===== src/rtl/dmw_pkg.sv =====
// Shared constants and types for the dual-mode watchdog/interval timer.
// Assumes an 8-bit register interface; the counter width is a top parameter.
package dmw_pkg;
    localparam int REG_W   = 8;
    localparam int SEL_W   = 3;
    localparam int NUM_DIV = 1 << SEL_W;

    // control/status register bit positions
    localparam int B_RUN  = 7;
    localparam int B_MODE = 6;
    localparam int B_WFLG = 5;
    localparam int B_IFLG = 4;

    typedef enum logic {MODE_INTERVAL = 1'b0, MODE_WATCHDOG = 1'b1} mode_t;

    // log2 of the division ratio for each select code
    function automatic int div_shift(input logic [SEL_W-1:0] s);
        case (s)
            3'd0:    return 0;
            3'd1:    return 2;
            3'd2:    return 4;
            3'd3:    return 5;
            3'd4:    return 6;
            3'd5:    return 8;
            3'd6:    return 10;
            default: return 12;
        endcase
    endfunction

    localparam int PRE_W = div_shift(3'd7);
endpackage


===== src/rtl/dmw_prescaler.sv =====
// Free-running prescaler. Counts enabled cycles and issues a one-cycle
// tick when the low bits of the selected tap are all ones.
// Assumes sel changes only while the timer is stopped.
module dmw_prescaler
    import dmw_pkg::*;
(
    input  logic             clk,
    input  logic             rst_n,
    input  logic             clk_en,
    input  logic [SEL_W-1:0] sel,
    output logic             tick
);
    logic [PRE_W-1:0]   pre;
    logic [NUM_DIV-1:0] tap_hit;

    // advance the prescale count on every enabled cycle
    always_ff @(posedge clk) begin
        if (!rst_n)
            pre <= '0;
        else if (clk_en)
            pre <= pre + PRE_W'(1);
    end

    // one tap detector per select code
    for (genvar g = 0; g < NUM_DIV; g++) begin : g_tap
        localparam int SH = div_shift(SEL_W'(g));
        if (SH == 0) begin : g_div1
            assign tap_hit[g] = 1'b1;
        end else begin : g_divn
            assign tap_hit[g] = &pre[SH-1:0];
        end
    end

    assign tick = clk_en & tap_hit[sel];

    AST_TICK_ON_ENABLE: assert property (@(posedge clk) disable iff (!rst_n) !clk_en |=> $stable(pre));
endmodule


===== src/rtl/dmw_counter.sv =====
// Up-counter of CNT_W bits with a software load. Overflow is reported
// combinationally when a counting tick meets the all-ones value.
// Assumes load and run come from the register block.
module dmw_counter #(
    parameter int CNT_W = 8
) (
    input  logic             clk,
    input  logic             rst_n,
    input  logic             run,
    input  logic             tick,
    input  logic             load,
    input  logic [CNT_W-1:0] load_val,
    output logic [CNT_W-1:0] cnt,
    output logic             ovf
);
    localparam logic [CNT_W-1:0] CNT_MAX = {CNT_W{1'b1}};

    assign ovf = run & tick & ~load & (cnt == CNT_MAX);

    // load has priority, else count on tick while running
    always_ff @(posedge clk) begin
        if (!rst_n)
            cnt <= '0;
        else if (load)
            cnt <= load_val;
        else if (run && tick)
            cnt <= cnt + CNT_W'(1);
    end

    AST_COUNT_HOLD: assert property (@(posedge clk) disable iff (!rst_n) $past(!run && !load) |-> $stable(cnt));
    AST_WRAP_ZERO: assert property (@(posedge clk) disable iff (!rst_n) ovf |=> (cnt == '0));
    AST_NO_EN_NO_COUNT: assert property (@(posedge clk) disable iff (!rst_n) (!tick && !load) |=> $stable(cnt));
endmodule


===== src/rtl/dmw_ctrl.sv =====
// Control/status register: run, mode, clock select and two sticky
// overflow flags. Turns an overflow into a registered one-cycle request
// on the output that belongs to the current mode.
module dmw_ctrl
    import dmw_pkg::*;
(
    input  logic             clk,
    input  logic             rst_n,
    input  logic             wr_ctrl,
    input  logic [REG_W-1:0] wdata,
    input  logic             ovf,
    output logic             run,
    output logic [SEL_W-1:0] sel,
    output logic [REG_W-1:0] ctrl_q,
    output logic             irq,
    output logic             rst_req
);
    mode_t mode;
    logic  wflag, iflag;
    logic  clr_w, clr_i, set_w, set_i;

    assign clr_w = wr_ctrl & ~wdata[B_WFLG];
    assign clr_i = wr_ctrl & ~wdata[B_IFLG];
    assign set_w = ovf & (mode == MODE_WATCHDOG);
    assign set_i = ovf & (mode == MODE_INTERVAL);

    // run and mode follow every control write
    always_ff @(posedge clk) begin
        if (!rst_n) begin
            run  <= 1'b0;
            mode <= MODE_INTERVAL;
        end else if (wr_ctrl) begin
            run  <= wdata[B_RUN];
            mode <= mode_t'(wdata[B_MODE]);
        end
    end

    // clock select accepted only while stopped
    always_ff @(posedge clk) begin
        if (!rst_n)
            sel <= '0;
        else if (wr_ctrl && !run)
            sel <= wdata[SEL_W-1:0];
    end

    // sticky flags: overflow sets, written zero clears
    always_ff @(posedge clk) begin
        if (!rst_n) begin
            wflag <= 1'b0;
            iflag <= 1'b0;
        end else begin
            if (set_w)      wflag <= 1'b1;
            else if (clr_w) wflag <= 1'b0;
            if (set_i)      iflag <= 1'b1;
            else if (clr_i) iflag <= 1'b0;
        end
    end

    // one-cycle request pulses
    always_ff @(posedge clk) begin
        if (!rst_n) begin
            irq     <= 1'b0;
            rst_req <= 1'b0;
        end else begin
            irq     <= set_i;
            rst_req <= set_w;
        end
    end

    assign ctrl_q = {run, mode, wflag, iflag, 1'b0, sel};

    AST_SEL_FROZEN: assert property (@(posedge clk) disable iff (!rst_n) $past(run) |-> $stable(sel));
    AST_IRQ_ONE_CYCLE: assert property (@(posedge clk) disable iff (!rst_n) irq |=> !irq);
    AST_RSTREQ_ONE_CYCLE: assert property (@(posedge clk) disable iff (!rst_n) rst_req |=> !rst_req);
    AST_IFLAG_SOURCE: assert property (@(posedge clk) disable iff (!rst_n) $rose(iflag) |-> irq);
    AST_WFLAG_SOURCE: assert property (@(posedge clk) disable iff (!rst_n) $rose(wflag) |-> rst_req);
    AST_MODES_EXCLUSIVE: assert property (@(posedge clk) disable iff (!rst_n) !(irq && rst_req));
    AST_WFLAG_STICKY: assert property (@(posedge clk) disable iff (!rst_n) $past(wflag && !clr_w) |-> wflag);
    AST_IFLAG_STICKY: assert property (@(posedge clk) disable iff (!rst_n) $past(iflag && !clr_i) |-> iflag);
endmodule


===== src/rtl/dmw_top.sv =====
// Dual-mode watchdog / interval timer top. Address 0 is control/status,
// address 1 is the counter. Reads are combinational; writes take effect
// on the next clock edge. Assumes CNT_W does not exceed the register width.
module dmw_top
    import dmw_pkg::*;
#(
    parameter int CNT_W = 8
) (
    input  logic             clk,
    input  logic             rst_n,
    input  logic             clk_en,
    input  logic             wr_en,
    input  logic             addr,
    input  logic [REG_W-1:0] wdata,
    output logic [REG_W-1:0] rdata,
    output logic             irq,
    output logic             rst_req
);
    logic             run, tick, ovf, wr_ctrl, wr_cnt;
    logic [SEL_W-1:0] sel;
    logic [REG_W-1:0] ctrl_q;
    logic [CNT_W-1:0] cnt;

    assign wr_ctrl = wr_en & ~addr;
    assign wr_cnt  = wr_en &  addr;

    dmw_prescaler u_pre (
        .clk    (clk),
        .rst_n  (rst_n),
        .clk_en (clk_en),
        .sel    (sel),
        .tick   (tick)
    );

    dmw_counter #(.CNT_W(CNT_W)) u_cnt (
        .clk      (clk),
        .rst_n    (rst_n),
        .run      (run),
        .tick     (tick),
        .load     (wr_cnt),
        .load_val (wdata[CNT_W-1:0]),
        .cnt      (cnt),
        .ovf      (ovf)
    );

    dmw_ctrl u_ctrl (
        .clk     (clk),
        .rst_n   (rst_n),
        .wr_ctrl (wr_ctrl),
        .wdata   (wdata),
        .ovf     (ovf),
        .run     (run),
        .sel     (sel),
        .ctrl_q  (ctrl_q),
        .irq     (irq),
        .rst_req (rst_req)
    );

    // read mux
    assign rdata = addr ? REG_W'(cnt) : ctrl_q;

    AST_OVF_NEEDS_RUN: assert property (@(posedge clk) disable iff (!rst_n) (irq || rst_req) |-> $past(run));
endmodule


===== config.mk =====
export PLATFORM = sky130hd
export DESIGN_NAME = dmw_top
export DESIGN_NICKNAME = d
export VERILOG_FILES = /design/src/rtl/dmw_pkg.sv /design/src/rtl/dmw_prescaler.sv /design/src/rtl/dmw_counter.sv /design/src/rtl/dmw_ctrl.sv /design/src/rtl/dmw_top.sv
export SDC_FILE = /design/constraint.sdc
export NUM_CORES = 1
export LEC_CHECK = 0
export ABC_AREA = 1
export ABC_CLOCK_PERIOD_IN_PS = 1600
export CORE_AREA = 2 2 62 64
export CTS_CLUSTER_SIZE = 40
export DETAILED_ROUTE_END_ITERATION = 7
export DIE_AREA = 0 0 64 66
export DONT_BUFFER_PORTS = 1
export PLACE_DENSITY = 0.64
export SYNTH_ARGS = -nofsm -noshare
export SYNTH_HDL_FRONTEND = slang
export SYNTH_SLANG_ARGS = --single-unit

===== constraint.sdc =====
create_clock -name clk -period 1.6 [get_ports clk]
set_input_delay 0.08 -clock clk [delete_from_list [all_inputs] [get_ports clk]]
set_output_delay 0.08 -clock clk [all_outputs]
set_load 0.01 [all_outputs]

* After elaboration in Yosys (flattened, before gate mapping)
Index checks and enable logic that the tools add are counted.
Storage, ports and cells: flip-flop bits (word level) 29, bits in latches 0, RAM bits 0, memory bits (read-only) 0, input bits 13, output and inout port bits 10, memories kept 0
Operators by class: add/subtract/negate cells 2, multiply operators 0, divide/modulo/power cells 0, magnitude comparators 1, equality and inequality tests 1, shifts and indexed selects 0, muxes and demuxes 9, bitwise logic cells 15, reductions and logical operators 13
Operators with widths (number):
- 8-bit two-way mux | 3
- 12-bit by 1-bit adder with 12-bit output, second input constant | 1
- 12-bit AND reduction | 1
- 1-bit AND | 10
- 10-bit AND reduction | 1
- 8-bit by 1-bit adder with 8-bit output, second input constant | 1
- 8-bit equality test, second input constant | 1
- 8-bit AND reduction | 1
- 6-bit AND reduction | 1
- 2-bit nonzero test | 3
- 1-bit two-way mux | 5
- 1-bit NOT | 5
- 5-bit AND reduction | 1
- 3-bit by 4-bit < comparator with 1-bit output, second input constant | 1
- 4-bit AND reduction | 1
- 1-bit binary-select mux with 3-bit select | 1
- 1-bit logical AND | 2
- 2-bit AND reduction | 1
- 1-bit logical NOT | 1

* Longest topological paths before layout
depth in word-level cells 9, gate-level depth with buffers 13, depth with buffers taken out 13

* By module
Synthesis repeated with hierarchy kept, for this count alone.
Unflattened totals: cell total of the unflattened synthesis 277, area total of the unflattened synthesis 1779.2 um2
Modules (own cells, without submodules):
- dmw_prescaler | instances 1, cells an instance 102, area an instance 689.4 um2, sequential area each 240.2 um2
- dmw_counter | instances 1, cells an instance 91, area an instance 573.0 um2, sequential area each 160.2 um2
- dmw_ctrl | instances 1, cells an instance 54, area an instance 400.4 um2, sequential area each 180.2 um2
- dmw_top | instances 1, cells an instance 30, area an instance 116.4 um2, sequential area each 0.0 um2

* Least setup slack after synthesis
No wires, ideal clock.
kind register to register, from reg u_pre.pre[0], to reg u_cnt.cnt[5], library setup time 0.128 ns, data arrival time 1.489 ns, required time 1.472 ns, setup slack -0.017 ns, stages on the path, launching flop included 14, buffers on the path 0, cell sequence dfxtp_1 ha_1 inv_1 nor2_4 ha_1 a21oi_1 o21ai_1 nand2_1 nand2_2 nand3_4 nand2_4 nand2_1 nand2_1 nor2_1
On the way: longest elaborated chain between the ends 6, elaborated cells between the ends (all ways) 12, classes of those cells mux: 2; bitwise: 1; reduce/logical: 9
RTL lines:
- start: declaration | RTL line dmw_prescaler.sv:13 | logic [PRE_W-1:0] pre;
- start signal: assignment | RTL line dmw_prescaler.sv:21 | pre <= pre + PRE_W'(1);
- 12-bit AND reduction (tied with other cells) | RTL line dmw_prescaler.sv:30 | assign tap_hit[g] = &pre[SH-1:0];
- 1-bit binary-select mux with 3-bit select (*) | RTL line dmw_prescaler.sv:34 | assign tick = clk_en & tap_hit[sel];
- 1-bit two-way mux (not written as such) (*) | RTL line dmw_prescaler.sv:34
- 1-bit AND (*) | RTL line dmw_prescaler.sv:34
- 1-bit logical AND (*) | RTL line dmw_counter.sv:26 | else if (run && tick)
- 2-bit nonzero test (no source line) (*)
- end signal: assignment | RTL line dmw_counter.sv:25 | cnt <= load_val;
- end signal: assignment | RTL line dmw_counter.sv:27 | cnt <= cnt + CNT_W'(1);
- end: declaration | RTL line dmw_counter.sv:13 | output logic [CNT_W-1:0] cnt,
Mark *: on every way between the ends. The rest lies on a longest branch, timed or not. The select of a mux whose other input is x is not followed. A chain may end at the register's enable or synchronous reset.

* Worst setup path in the final report
from reg u_pre.pre[1], to reg u_ctrl.wflag
On the way: longest elaborated chain between the ends 9, elaborated cells between the ends (all ways) 16, classes of those cells mux: 3; bitwise: 5; reduce/logical: 8
RTL lines:
- 12-bit AND reduction (tied with other cells) | RTL line dmw_prescaler.sv:30
- 1-bit binary-select mux with 3-bit select (*) | RTL line dmw_prescaler.sv:34
- 1-bit two-way mux (not written as such) (*) | RTL line dmw_prescaler.sv:34
- 1-bit AND (*) | RTL line dmw_prescaler.sv:34
- 1-bit AND (*) (3 in a row) | RTL line dmw_counter.sv:18 | assign ovf = run & tick & ~load & (cnt == CNT_MAX);
- 1-bit AND (*) | RTL line dmw_ctrl.sv:24 | assign set_w = ovf & (mode == MODE_WATCHDOG);
- 1-bit two-way mux or 2-bit nonzero test (tied branches)
- end signal: assignment | RTL line dmw_ctrl.sv:49 | wflag <= 1'b0;
- end signal: assignment | RTL line dmw_ctrl.sv:52 | if (set_w) wflag <= 1'b1;
- end signal: assignment | RTL line dmw_ctrl.sv:53 | else if (clr_w) wflag <= 1'b0;
- end: declaration | RTL line dmw_ctrl.sv:19 | logic wflag, iflag;
Marked as above.

==> qor.yml <==
ys_seq_area_share_pct: 37.30
syn_nets: 243
power.static_leakage_nw: 0.8087
min_path_cells: 4
finalSetupViolations: 9
power.density_nw_per_um2: 797.8
firstDrtPassIters: 4
arrival_ns: 1.92
drc: 0
die_w_um: 64
r2r-start: "u_pre.pre[1]$_SDFFE_PN0P_"
hold_viol: 0
placementRows: 22
comb_power_share_pct: 13.9
dp_hpwl_mm: 2.519
end_kind: "flip-flop"
path_max_fanout: 5
cp_cell_sequence: "ha_4, inv_4, nor2_4, ha_4, a21oi_2, o21ai_1, nand2_1, nand2_2, nand3_4, nor2_4, nand3b_1, nand2_1"
vias: 1495
min_to: "u_cnt.cnt[0]$_SDFFE_PN0P_"
clkSinkCount: 29
routed_wl_mm: 3.849
cts_max_level: 2
cts.clk_slew.worst_paths_ns: 0.10
ant_nets: 0
min_path_type: "input port to flip-flop"
yosys_register_bits: 29
track_usage_pct: 20.58
area.growth.synth_to_final_pct: 23.15
yosys_most_used_dff: "dfxtp_1"
cp.buffers_inverters: 1
drtIter0Drc: 75
clkPwrFrac_pct: 35.1
relSlewSlack_pct: 58.72
cts.path.max_buffers: 2
cp_data_required_time_ns: 1.89
rr_worst_depth: 12
worstMarginPinSlew_ns: 0.6172
cp_slowest_stage_delay_ns: 0.37
r2r_end: "u_ctrl.wflag$_SDFFE_PN0P_"
crit_type: "flip-flop to flip-flop"
yosysWarningCount: 0
seqPwrFrac_pct: 51.0
clock.fmax_mhz: 611.2
insertion_delay_ns: 0.34
final_common_cell: "nand2_1"
final_layout_size_suffix_gt1_share_pct: 18.88
antenna_found_initial: 0
worst_setup_path_start_kind: "flip-flop"
cts_buffers: 5
skew_ns: 0.006084
instances_no_fill: 297
die_h_um: 66
ios: 23
fin_ws_ns: -0.03621
slew_viol_final: 0
dp_cells: 275
grt_start_max_net_pins: 17
start_util_pct: 43.83
cts_tree: "done"
fin_nets: 264
fin_tns_setup_ns: -0.1571
fillers: 368
p_int_mw: 1.090
avgSynthCellArea_sq_um: 6.857
final_cell_mix: "nand2_1 (55), dfxtp_1 (26), inv_1 (20)"
die_area_sq_um: 4224
antenna_cells: 0
cap_violations: 0
post_drt_wl_per_cell_um: 12.96
rsz0062_at_grt: "true"
layout_min_cycle_time_ns: 1.636
grt_overflow: 0
fin_crit_sh_pct: 102.3
grt_pass1_vias: 1402
p_sw_share_pct: 28.73
power_mw: 1.529
synthArstFlopShare_pct: 0
place_congestion: 0.8411
synth_edf_count: 0
peakVddDrop_mv: 0.4531
synthCells: 227
synth_cell_type_count: 28
ctsRootBufferMaster: "clkbuf_4"
cp_top_family: "simple AND/OR/NAND/NOR gates"
coreArea_sq_um: 3551
numPortBuffers: 0
hp-start: "wdata[0]"
violations: "setup timing"
status: "finished, violations left"
p_switching_mw: 0.4394
slowest_stage: "dfxtp_2"
netlist_area_sq_um: 1556
grt_pass1_wl_mm: 6.527
via_per_inst: 5.034
worst-r2r-setup-slack_ns: -0.04
==> cells by family (layout without fill, tap and decap cells) <==
| group | count (synthesis) | count (layout) | share of synthesized area, % |
|---|---|---|---|
| multiplexers | 2 | 2 | 1.286 |
| AND/OR/NAND/NOR | 112 | 114 | 33.20 |
| buffers and inverters | 32 | 52 | 7.797 |
| adder cells (fa/ha/maj) | 3 | 3 | 2.412 |
| AO/OA/AOI/OAI | 43 | 43 | 14.63 |
| XOR/XNOR | 6 | 6 | 3.376 |
| flip-flops | 29 | 29 | 37.30 |
==> tightest hold or removal path, delay by kind of cell <==
family | cells | cell delay [ns]
compound gates | 2 | 0.12
simple gates | 2 | 0.11
==> how the worst max path moves through the flow <==
stage                                            to                 startpoint  cells past startpoint
final                     u_ctrl.wflag$_SDFFE_PN0P_  u_pre.pre[1]$_SDFFE_PN0P_                     12
after global routing      u_cnt.cnt[5]$_SDFFE_PN0P_  u_pre.pre[0]$_SDFFE_PN0P_                     13
after CTS                 u_cnt.cnt[5]$_SDFFE_PN0P_  u_pre.pre[0]$_SDFFE_PN0P_                     13
after detailed placement  u_cnt.cnt[5]$_SDFFE_PN0P_  u_pre.pre[1]$_SDFFE_PN0P_                     13
after global placement    u_cnt.cnt[5]$_SDFFE_PN0P_  u_pre.pre[1]$_SDFFE_PN0P_                     13
after floorplan           u_cnt.cnt[5]$_SDFFE_PN0P_  u_pre.pre[1]$_SDFFE_PN0P_                     13
==> power by group through the flow <==
| stage | Sequential, mW | Combinational (mW) | Clock [mW] |
|---|---|---|---|
| detailed placement | 0.792 | 0.156 | 0 |
| CTS | 0.779 | 0.204 | 0.540 |
| finish | 0.780 | 0.212 | 0.537 |
| global route | 0.785 | 0.239 | 0.575 |
| global placement | 0.793 | 0.155 | 0 |
| floorplan | 0.786 | 0.132 | 0 |
==> cells in the mapped netlist (3+ instances only) <==
library cell  instances  area, sq um
ha_1                  3        37.54
nand2_2               4        25.02
nand3_1              17        85.08
o21ai_0              17        85.08
clkbuf_1              6        22.52
nand2_1              57        214.0
nand4_1               3        18.77
o21ai_1               3        15.01
dfxtp_1              29        580.6
a21oi_1              17        85.08
nor2_2                4        25.02
xor2_1                4        35.03
nor2_1               20        75.07
inv_1                22        82.58
inv_2                 3        11.26
==> registers in the layout (all words and copies together) (netlist names) <==
register        flops
u_cnt.cnt           8
u_ctrl.iflag        1
u_ctrl.irq          1
u_ctrl.mode         1
u_ctrl.rst_req      1
u_ctrl.run          1
u_ctrl.sel          3
u_ctrl.wflag        1
u_pre.pre          12
==> repair_timing <==
action                                 in CTS  in global routing
endpoints found under the hold margin      23                  0
resized for setup                          10                  9
hold buffers                               11                  0
setup buffers                               1                  0
pin swaps                                   4                  4
setup endpoints to repair                  12                 14
cloned                                      2                  0
==> per-stage QoR <==
stage	hold slack (ns)	cell area (sq um)	setup WS, ns	util, %
floorplan	0.2149	1560	0.01553	-
global placement	0.1701	1645	-0.02783	46.34
detailed placement	0.1690	1645	-0.06669	46.34
CTS	0.008809	1891	0.0001553	53.24
global route	0.04077	1917	-0.1624	53.98
finish	0.008499	1917	-0.03621	53.98
==> area by class of cell <==
class	instances	area (sq um)	share of cell area [%]
multi-input cells	168	930.9	48.56
flip-flops and latches	29	586.8	30.61
repair buffers	19	172.7	9.008
inverters	25	96.34	5.026
clock buffers	7	65.06	3.394
well taps	48	60.06	3.133
clock inverters	1	5.005	0.2611
==> layer usage <==
layer  GRT usage (%)  routed length [um]  vias to the layer above
met1           24.92                1743                      671
met2           34.64                1884                       26
met3           4.770                 113                       11
met5               0                   0                        -
li1                -                   -                      787
met4           9.239                 106                        0
Power figures use the tool's default switching activity.
